==> src/rtl/fe_pkg.sv <==
package fe_pkg;
    parameter int DATA_W = 16;
    parameter int ADDR_W = 2 * DATA_W;

    typedef struct packed {
        logic              active;
        logic              seen_low;
        logic              locked;
        logic [DATA_W-1:0] hi;
        logic [ADDR_W-1:0] addr;
        logic              drive;
        logic [DATA_W-1:0] dout;
    } fe_state_t;
endpackage

==> src/rtl/fe_wait_cnt.sv <==
module fe_wait_cnt #(
    parameter int WAIT_W = 4
) (
    input  logic              clk,
    input  logic              rst_n,
    input  logic              load,
    input  logic [WAIT_W-1:0] load_val,
    input  logic              step,
    output logic              done
);
    logic [WAIT_W-1:0] cnt_d, cnt_q;

    always_comb begin
        cnt_d = cnt_q;
        if (load) begin
            cnt_d = load_val;
        end else if (step && (cnt_q != '0)) begin
            cnt_d = cnt_q - WAIT_W'(1);
        end
    end

    always_ff @(posedge clk or negedge rst_n) begin
        if (!rst_n) cnt_q <= '0;
        else        cnt_q <= cnt_d;
    end

    assign done = (cnt_q == '0);
endmodule

==> src/rtl/fe_array_model.sv <==
module fe_array_model #(
    parameter int          DATA_W = 16,
    parameter int          ADDR_W = 32,
    parameter logic [15:0] SEED   = 16'h5A3C
) (
    input  logic [ADDR_W-1:0] addr,
    output logic [DATA_W-1:0] data
);
    localparam int SLICES = ADDR_W / DATA_W;

    always_comb begin
        data = DATA_W'(SEED);
        for (int i = 0; i < SLICES; i++) begin
            data = data ^ addr[i*DATA_W +: DATA_W];
        end
    end
endmodule

==> src/rtl/muxbus_burst_fe.sv <==
module muxbus_burst_fe
    import fe_pkg::*;
#(
    parameter int          WAIT_W = 4,
    parameter logic [15:0] SEED   = 16'h5A3C
) (
    input  logic              clk,
    input  logic              rst_n,
    input  logic              ce_n,
    input  logic              oe_n,
    input  logic              we_n,
    input  logic              avd_n,
    input  logic [DATA_W-1:0] bus_in,
    input  logic              cfg_burst_off,
    input  logic [WAIT_W-1:0] cfg_wait_states,
    output logic [DATA_W-1:0] dout,
    output logic              dout_oe
);
    fe_state_t st_d, st_q;

    logic              sel, hi_ph, lo_ph, burst_edge, data_ph;
    logic              lat_done, lat_step;
    logic [DATA_W-1:0] mem_word;

    // decode of the strobes sampled on this edge
    assign sel        = !ce_n && we_n;
    assign hi_ph      = sel && !avd_n && !oe_n;
    assign lo_ph      = sel && !avd_n &&  oe_n;
    assign burst_edge = sel && avd_n && st_q.active;
    assign data_ph    = burst_edge && lat_done;
    assign lat_step   = burst_edge && !lat_done;

    fe_wait_cnt #(.WAIT_W(WAIT_W)) u_wait (
        .clk      (clk),
        .rst_n    (rst_n),
        .load     (lo_ph),
        .load_val (cfg_wait_states),
        .step     (lat_step),
        .done     (lat_done)
    );

    fe_array_model #(.DATA_W(DATA_W), .ADDR_W(ADDR_W), .SEED(SEED)) u_array (
        .addr (st_q.addr),
        .data (mem_word)
    );

    always_comb begin
        st_d       = st_q;
        st_d.drive = 1'b0;
        st_d.dout  = '0;

        if (ce_n) begin
            st_d.active = 1'b0;
        end

        if (hi_ph) begin
            st_d.hi     = bus_in;
            st_d.active = 1'b0;
        end

        if (lo_ph) begin
            st_d.addr     = {st_q.hi, bus_in};
            st_d.active   = !cfg_burst_off;
            st_d.seen_low = 1'b0;
            st_d.locked   = 1'b0;
        end

        // output gate: once OE was low and rose again, lock until next low phase
        if (burst_edge) begin
            if (!oe_n)              st_d.seen_low = 1'b1;
            else if (st_q.seen_low) st_d.locked   = 1'b1;
        end

        if (data_ph) begin
            st_d.addr = st_q.addr + ADDR_W'(1);
            if (!oe_n && !st_q.locked) begin
                st_d.drive = 1'b1;
                st_d.dout  = mem_word;
            end
        end
    end

    always_ff @(posedge clk or negedge rst_n) begin
        if (!rst_n) st_q <= '0;
        else        st_q <= st_d;
    end

    assign dout    = st_q.dout;
    assign dout_oe = st_q.drive;
endmodule

==> config.mk <==
export PLATFORM = sky130hd
export DESIGN_NAME = muxbus_burst_fe
export DESIGN_NICKNAME = d
export VERILOG_FILES = /design/src/rtl/fe_pkg.sv /design/src/rtl/fe_wait_cnt.sv /design/src/rtl/fe_array_model.sv /design/src/rtl/muxbus_burst_fe.sv
export SDC_FILE = /design/constraint.sdc
export NUM_CORES = 1
export LEC_CHECK = 0
export BUFFER_PORTS_ARGS = -buffer_cell sky130_fd_sc_hd__buf_2
export CAP_MARGIN = 10
export CORE_UTILIZATION = 31
export CTS_CLUSTER_SIZE = 25
export DETAILED_ROUTE_END_ITERATION = 10
export HOLD_SLACK_MARGIN = 0.06
export SYNTH_ARGS = -nofsm -noshare
export SYNTH_HDL_FRONTEND = slang
export SYNTH_HIERARCHICAL = 1
export SYNTH_SLANG_ARGS = --single-unit
==> constraint.sdc <==
create_clock -name clk -period 2.7 [get_ports clk]
set_input_delay 0.27 -clock clk [delete_from_list [all_inputs] [get_ports clk]]
set_output_delay 0.27 -clock clk [all_outputs]
set_load 0.01 [all_outputs]
Yosys cells after proc, flatten, opt, wreduce, memory -nomap -nowiden
Cells that the tools add are included.
Widths: inputs -> output; s select.
{"block": "op_classes", "addsub": 2, "n_mul": 0, "n_div": 0, "n_lt_le_gt_ge": 0, "n_eq_ne": 0, "shift": 0, "n_mux": 12, "n_bitwise": 2, "n_reduce_logical": 21}
{"operator": "$mux 49", "count": 1}
{"operator": "$add 32x1->32 const B", "count": 1}
{"operator": "$mux 32", "count": 1}
{"operator": "$mux 17", "count": 1}
{"operator": "$xor 16x16->16", "count": 1}
{"operator": "$logic_and 1x1->1", "count": 10}
{"operator": "$mux 4", "count": 2}
{"operator": "$not 8->8", "count": 1}
{"operator": "$logic_not 1->1", "count": 6}
{"operator": "$mux 1", "count": 5}
{"operator": "$logic_not 4->1", "count": 1}
{"operator": "$reduce_bool 2->1", "count": 2}
{"operator": "$reduce_bool 4->1", "count": 1}
{"operator": "$sub 4x1->4 const B", "count": 1}
{"operator": "$mux 3", "count": 1}
{"operator": "$reduce_bool 3->1", "count": 1}
{"operator": "$mux 2", "count": 1}
{"block": "totals", "ff_bits": 72, "latchBits": 0, "mem_bits_rw": 0, "romBits": 0, "inputBits": 27, "out_inout_bits": 17, "mem_count": 0}

Logic depth before layout (Yosys ltp)
Gate-level depths: netlist of the first run.
{"block": "depth", "ltp_word": 9, "ltp_mapped": 9}

By module
Netlist of the first run, hierarchy kept.
{"mod": "muxbus_burst_fe", "n_inst": 1, "cells_per_inst": 327, "area_each_um2": 3324.4, "seq_area_each_um2": 1701.6}
{"mod": "fe_wait_cnt", "n_inst": 1, "cells_per_inst": 27, "area_each_um2": 270.3, "seq_area_each_um2": 100.1}
{"mod": "fe_array_model", "n_inst": 1, "cells_per_inst": 16, "area_each_um2": 140.1, "seq_area_each_um2": 0.0}

Worst setup path before layout of the first run
Ideal clock, no wire load.
{"block": "synth_path", "kind": "register to register", "start": "register u_wait.cnt_q[0]", "end": "register st_q[31] (netlist name)", "arrival_time_ps": 2204, "t_required_ps": 2577, "path_slack_ps": 373, "path_stages_with_launch": 8, "n_path_buf": 0, "cell_sequence": "dfrtp_1 -> inv_1 -> ha_1 -> nor3b_2 -> inv_1 -> or4_4 -> or3_4 -> o221a_2"}
{"block": "synth_between", "elab_chain_cells": 3, "word_cells_on_any_way": 4}
{"element": "start: declaration", "line_no": "fe_wait_cnt.sv:11", "rtl": "logic [WAIT_W-1:0] cnt_d, cnt_q;"}
{"element": "start signal: assignment", "line_no": "fe_wait_cnt.sv:24", "rtl": "else cnt_q <= cnt_d;"}
{"element": "$logic_not 4->1 (*)", "line_no": "fe_wait_cnt.sv:27", "rtl": "assign done = (cnt_q == '0);"}
{"element": "via lat_done", "line_no": "muxbus_burst_fe.sv:22", "rtl": "logic lat_done, lat_step;"}
{"element": "$logic_and 1x1->1 (*)", "line_no": "muxbus_burst_fe.sv:30", "rtl": "assign data_ph = burst_edge && lat_done;"}
{"element": "$mux 49 or $reduce_bool 2->1 (tied branches)"}
{"element": "end signal: assignment", "line_no": "muxbus_burst_fe.sv:85", "rtl": "else st_q <= st_d;"}
{"element": "end: declaration", "line_no": "muxbus_burst_fe.sv:19", "rtl": "fe_state_t st_d, st_q;"}
The timed path passes the listed nets; every way through them passes the cells marked *.
A chain may end at the register's enable or synchronous reset.

Final worst setup path of the first run
{"block": "layout_path", "start": "register u_wait.cnt_q[0]", "end": "register st_q[33] (netlist name)"}
The elaborated chain is that of the path after synthesis.

==> qor.yml, run 1 <==
yosysSeqAreaShare_pct: 48.2
path_buf_inv: 2
die-area_mm2: 0.0125
synth_area_mm2: 0.00373
powerDensity_mw_per_mm2: 750
synth_edf_count: 0
cts_tree: "yes"
fin_ws_ps: 210
critPathRequiredTime_ps: 2940
design.core.area_mm2: 0.0116
via_count: 3002
grt.total_usage_pct: 15.5
gp_congestion: 0.878
ys.flop_type: "dfrtp_1"
port_buffers: 43
fmax_mhz: 402
crit_family: "simple AND/OR/NAND/NOR gates"
crit_slowest_cell: "or4_4"
violations: "DRC"
route.detailed.drc: 5
drv_cap: 0
nFillCells: 1138
hold_class: "in -> reg"
report.final.slew_viol_count: 0
syn2layout_area_growth_pct: 17.4
final-instance-count-excl-fill: 558
placed_area_mm2: 0.00405
grt_pass1_vias: 2884
slew_headroom_pct: 52.8
placed_cells: 541
status: "finished with violations"
synth_area_leaders: "dfrtp_1 48%, mux2_2 4.8%, nand2_1 4.5%"
cts_sinks: 72
dp_hpwl_mm: 6.43
synth.distinct_cells: 55
cts_made_buffers: 9
synth_top_area_cell: "dfrtp_1"
finalHoldViolCount: 0
grt_pass1_wl_mm: 15.0
htreeDepth: 3
synth_top_area_share_pct: 48.2
nets: 439
ys_ff_latch: 72
crit_chain: "inv_1 -> ha_1 -> nor3b_4 -> inv_1 -> or4_4 -> nor4_1 -> nor3_1 -> a211oi_1"
drtIter0Drc: 280
postLayoutCoreUtil_pct: 37.9
crit_top_cell: "inv_1"
root_buffer: "clkbuf_16"
dr.pass1.iters: 8
syn-num-nets: 399
worst_pin_slew_ps: 705
finalCriticalPeriod_ps: 2490
vdd_drop_max_uv: 276
ant_nets: 0
ios: 44
post-cts-setup-buffers: 0
p_int_mw: 2.32
critPathCaptureType: "register"
p_clk_share_pct: 38.8
clk_pin_slew_worst_paths_ps: 60
switching_share_pct: 29.4
wl_mm: 9.09
grt_antenna_before_repair: 0
power_frac_comb_pct: 15.1
fin_crit_sh_pct: 92.2
setup_viol: 0
synthCells: 370
drive_gt1_share_pct: 24.6
cts_buffer_depth: 2
switchingPower_mw: 0.967
postSynthAreaPerCell_um2: 10.1
critPathKind: "reg -> reg"
seq_power_share_pct: 46.1
ys_async_sr_fraction_pct: 100
synth_warnings: 6
fin_skew_ps: 5.44
grt-ovfl-total: 0
worst_setup_path_start_kind: "register"
dieHeight_um: 112
arrival_ps: 2730
grt_max_degree: 37
die_w_um: 112
cpPeakStageDelay_ps: 590
n_antenna_cell: 0
tns_ps: 0
critPathMaxFanout: 7
final_cell_area_mm2: 0.00439
viasPerCell: 5.38
leakagePower_nw: 1.88
num_rows: 39
place_ws_ps: 169
drt-wirelength-per-cell_um: 16.3
start_util_pct: 32.3
insertion_delay_ps: 340
final timing paths:
path,from,to,slack [ps],cells after the start
setup / recovery,u_wait/cnt_q[0],st_q[33],210,8
hold / removal,ce_n,st_q[67],130,2
max in group asynchronous,rst_n,st_q[67],1840,3
hold reg to reg,st_q[66],st_q[66],500,2
setup reg to reg,u_wait/cnt_q[0],st_q[33],210,8
min in group asynchronous,rst_n,dout[0],520,3
cell usage after synthesis, drive strengths merged, types with 8 or more instances:
library cell,count
dfrtp,72
clkbuf,8
o21ai,14
nor4,10
nand2,45
nor3,8
buf,19
and2,19
xnor2,8
xor2,8
o211ai,11
nor2,29
nand3,16
a211oi,8
nand4,13
mux2,16
area by class of cell:
cell class                      instances  area (um^2)  area share, %
Timing Repair Buffer                   56          315           7.19
Clock inverter                          7         96.3           2.20
Inverter                                7         26.3          0.599
Multi-Input combinational cell        264         1740           39.7
Tap cell                              143          179           4.08
Clock buffer                            9          225           5.14
Sequential cell                        72         1800           41.1
logic make-up (layout without fill, tap and decap cells):
logic type	after synthesis	in the layout	share of synthesized area, %
xor+xnor	16	16	3.75
mux	17	17	5.09
fa+ha+maj	2	2	0.670
compound gates	69	69	13.6
simple gates	160	160	23.3
buf+inv	34	79	5.29
flops	72	72	48.2
power groups by stage:
stage | clock [mW] | combinational, mW | sequential, mW
2_1_floorplan | 0 | 0.361 | 1.45
3_3_place_gp | 0 | 0.478 | 1.52
3_5_place_dp | 0 | 0.491 | 1.52
4_1_cts | 1.30 | 0.496 | 1.51
5_1_grt | 1.35 | 0.555 | 1.55
6_report | 1.27 | 0.497 | 1.52
through the flow:
stage / hold WS [ps] / power [mW]
after global placement: 353 / 1.99
after floorplan: -25.6 / 1.81
after global routing: 133 / 3.45
after detailed placement: 356 / 2.01
final: 125 / 3.29
after CTS: 120 / 3.30
flip-flops by register name, summed over array words and instances (netlist names):
signal        cells
dout_oe           1
dout             16
st_q             51
u_wait/cnt_q      4
layout by cell type (no fill, tap or decap), types with 9 or more instances in the layout:
cell type  synthesis  routed
buf_2              2      43
nand2_1           45      45
buf_4             16      12
o211ai_1          10      10
nand4_1           13      13
o21ai_0           13      13
and2_1            19      19
mux2_2            16      16
nand3_1           16      16
dfrtp_1           72      72
clkbuf_16          0       9
nor2_1            29      29
worst register-to-register path: stages (launching register included):
cell and delay, ps:
dfrtp_1 410, inv_1 70, ha_1 200, nor3b_4 330, inv_1 160, or4_4 600
nor4_1 340, nor3_1 80, a211oi_1 210
layer usage:
metal  track usage (%)  wire (um)  up-vias
met3              3.54        730       19
met2              22.8       4130      119
met4              7.03        184        0
li1                  -          -     1425
met1              21.6       4050     1439
met5                 0          0        -
timing repair:
action,CTS,global route
gates resized for setup,0,1
setup endpoints to repair,0,2
endpoints found under the hold margin,72,0
hold buffers,1,0
Power figures use the tool's default switching activity.
==> inputs of run 2 (changes only) <==
--- a/config.mk
+++ b/config.mk
@@ -11,6 +11,7 @@
 export CTS_CLUSTER_SIZE = 25
 export DETAILED_ROUTE_END_ITERATION = 10
 export HOLD_SLACK_MARGIN = 0.06
+export PLACE_DENSITY = 0.47
 export SYNTH_ARGS = -nofsm -noshare
 export SYNTH_HDL_FRONTEND = slang
 export SYNTH_HIERARCHICAL = 1
==> run 2 against run 1 <==
  * The run still ends with DRC left
  * Cell area fell by 0.49%
  * Via count fell by 0.13%
  * Flip-flop and latch count did not move
  * Total power fell by 1.6%
  * Wire length rose by 7.9%
==> qor.yml, run 2 (synthesis results as in run 1) <==
dp_hpwl_mm: 6.89  # +7.2%
htreeDepth: 3  # unchanged
p_int_mw: 2.28  # -1.8%
drt-wirelength-per-cell_um: 17.6  # +7.9%
met1_usage_pct: 23.6  # +2.0 points
grt_pass1_wl_mm: 16.2  # +8.0%
ios: 44  # unchanged
worst_pin_slew_ps: 955  # +250 ps
tns_ps: 0  # unchanged
port_buffers: 43  # unchanged
critPathMaxFanout: 5  # -2
drv_cap: 0  # unchanged
clk_pin_slew_worst_paths_ps: 60  # about the same
rsz0062_at_grt: "no"
powerDensity_mw_per_mm2: 741  # -1.2%
report.final.slew_viol_count: 0  # unchanged
crit_slowest_cell: "or4_4"
syn2layout_area_growth_pct: 16.9
seq_power_share_pct: 46.9  # +0.8 points
gp_congestion: 0.816  # -7.1%
finalHoldViolCount: 0  # unchanged
cts_sinks: 72  # unchanged
switching_share_pct: 29.6  # +0.15 points
worst_setup_path_start_kind: "register"
critPathRequiredTime_ps: 2940  # about the same
num_rows: 39  # unchanged
final-instance-count-excl-fill: 558  # unchanged
place_ws_ps: 386  # +217 ps
fmax_mhz: 429  # +6.8%
use_met3_pct: 3.70  # +0.16 points
root_buffer: "clkbuf_16"
wl_mm: 9.81  # +7.9%
largest_reg_flops: 51  # unchanged
drtIter0Drc: 176  # -37%
start_util_pct: 32.3  # unchanged
cts_made_buffers: 9  # unchanged
grt_antenna_before_repair: 0  # unchanged
leakagePower_nw: 1.88  # +0.44%
r2r-start: "u_wait/cnt_q[0]"
die_w_um: 112  # unchanged
vdd_drop_max_uv: 273  # -1.0%
placed_cells: 542  # +0.18%
fin_skew_ps: 6.08  # +0.635 ps
dieHeight_um: 112  # unchanged
dr.pass1.iters: 7  # -1
r2r_setup_slack_ps: 370  # +160 ps
whs_ps: 91.8  # -33.5 ps
cpPeakStageDelay_ps: 590  # about the same
setup_viol: 0  # unchanged
mostFrequentLayoutCells: "72 x dfrtp_1, 45 x nand2_1, 42 x buf_2"
grt_pass1_vias: 3032  # +5.1%
insertion_delay_ps: 330  # about the same
nets: 439  # unchanged
fin_ws_ps: 368  # +158 ps
hold_class: "in -> async"
viasPerCell: 5.37  # -0.13%
ant_nets: 0  # unchanged
final_common_cell: "dfrtp_1"
top_register: "st_q"
grt.total_usage_pct: 16.8  # +1.3 points
route.detailed.drc: 3  # -2
crit_chain: "inv_1 -> ha_1 -> nor3b_2 -> inv_1 -> or4_4 -> nor4_1 -> nor3_1 -> a211oi_1"
cts_buffer_depth: 2  # unchanged
finalCriticalPeriod_ps: 2330  # -158 ps
via_count: 2998  # -0.13%
post_cts_resize_count: 0  # unchanged
violations: "DRC"
arrival_ps: 2570  # -160 ps
post-cts-setup-buffers: 0  # unchanged
power_frac_comb_pct: 15.1  # about the same
ctsHoldBuffers: 0  # -1
cts_tree: "yes"
postLayoutCoreUtil_pct: 37.7  # -0.18 points
status: "finished with violations"
crit_top_cell: "inv_1"
nFillCells: 1135  # -0.26%
grt-ovfl-total: 0  # unchanged
drive_gt1_share_pct: 24.8  # +0.24 points
n_antenna_cell: 0  # unchanged
p_clk_share_pct: 38.0  # -0.8 points
fin_crit_sh_pct: 86.4  # -5.8 points
grt_busiest_layer: "met2"
critPathKind: "reg -> reg"
switchingPower_mw: 0.956  # -1.1%
design.core.area_mm2: 0.0116  # unchanged
met2_usage_pct: 25.7  # +2.9 points
grt_max_degree: 73  # +97%
critPathLaunch: "u_wait/cnt_q[0]"
slew_headroom_pct: 36.3  # -17 points
die-area_mm2: 0.0125  # unchanged
critPathCaptureType: "register"
## run 2: cell count changes in the layout (fill, tap and decap cells not counted), moves of 2 or more
cell | previous run | this run
clkbuf_8 | 0 | 2
buf_4 | 12 | 14
clkinvlp_4 | 3 | 0
clkinv_2 | 1 | 3
## run 2: path summary, 6_finish.rpt
kind / cells past startpoint / endpoint
max: 8 / st_q[33]
max reg2reg: 8 / st_q[33]
min in group clk: 2 / st_q[67]
max in group asynchronous: 1 / st_q[32]
min: 1 / dout[2]
min reg2reg: 1 / st_q[65]
## run 2: layer usage
metal	part of all wire, %	up-vias
met5	0	-
met4	1.6	0
met3	5.5	13
met2	45	94
met1	48	1462
li1	-	1429
## run 2: cell type report
class | count | area (um^2) | share of cell area (%)
flip-flops and latches | 72 | 1800 | 41.3
multi-input cells | 264 | 1740 | 39.8
repair buffers | 56 | 315 | 7.22
clock buffers | 11 | 253 | 5.79
well taps | 143 | 179 | 4.10
clock inverters | 5 | 53.8 | 1.23
inverters | 7 | 26.3 | 0.602
## run 2: critical path, delay by kind of cell (launching register included)
kind | cells | cell delay (ps)
AND/OR/NAND/NOR | 4 | 1230
adder cells (fa/ha/maj) | 1 | 190
flip-flops | 1 | 410
buffers and inverters | 2 | 190
AO/OA/AOI/OAI | 1 | 210
## run 2: per-stage QoR
stage	power [mW]	instance area, um^2
final	3.23	4360
after global routing	3.41	4360
after CTS	3.27	4360
after detailed placement	2.02	4060
after global placement	2.02	4060
after floorplan	1.81	3730
## run 2: power groups by stage
| stage | clock network (mW) | logic, mW | registers (mW) |
|---|---|---|---|
| floorplan | 0 | 0.361 | 1.45 |
| global placement | 0 | 0.489 | 1.53 |
| detailed placement | 0 | 0.494 | 1.53 |
| CTS | 1.27 | 0.496 | 1.51 |
| global route | 1.31 | 0.554 | 1.55 |
| finish | 1.23 | 0.490 | 1.52 |
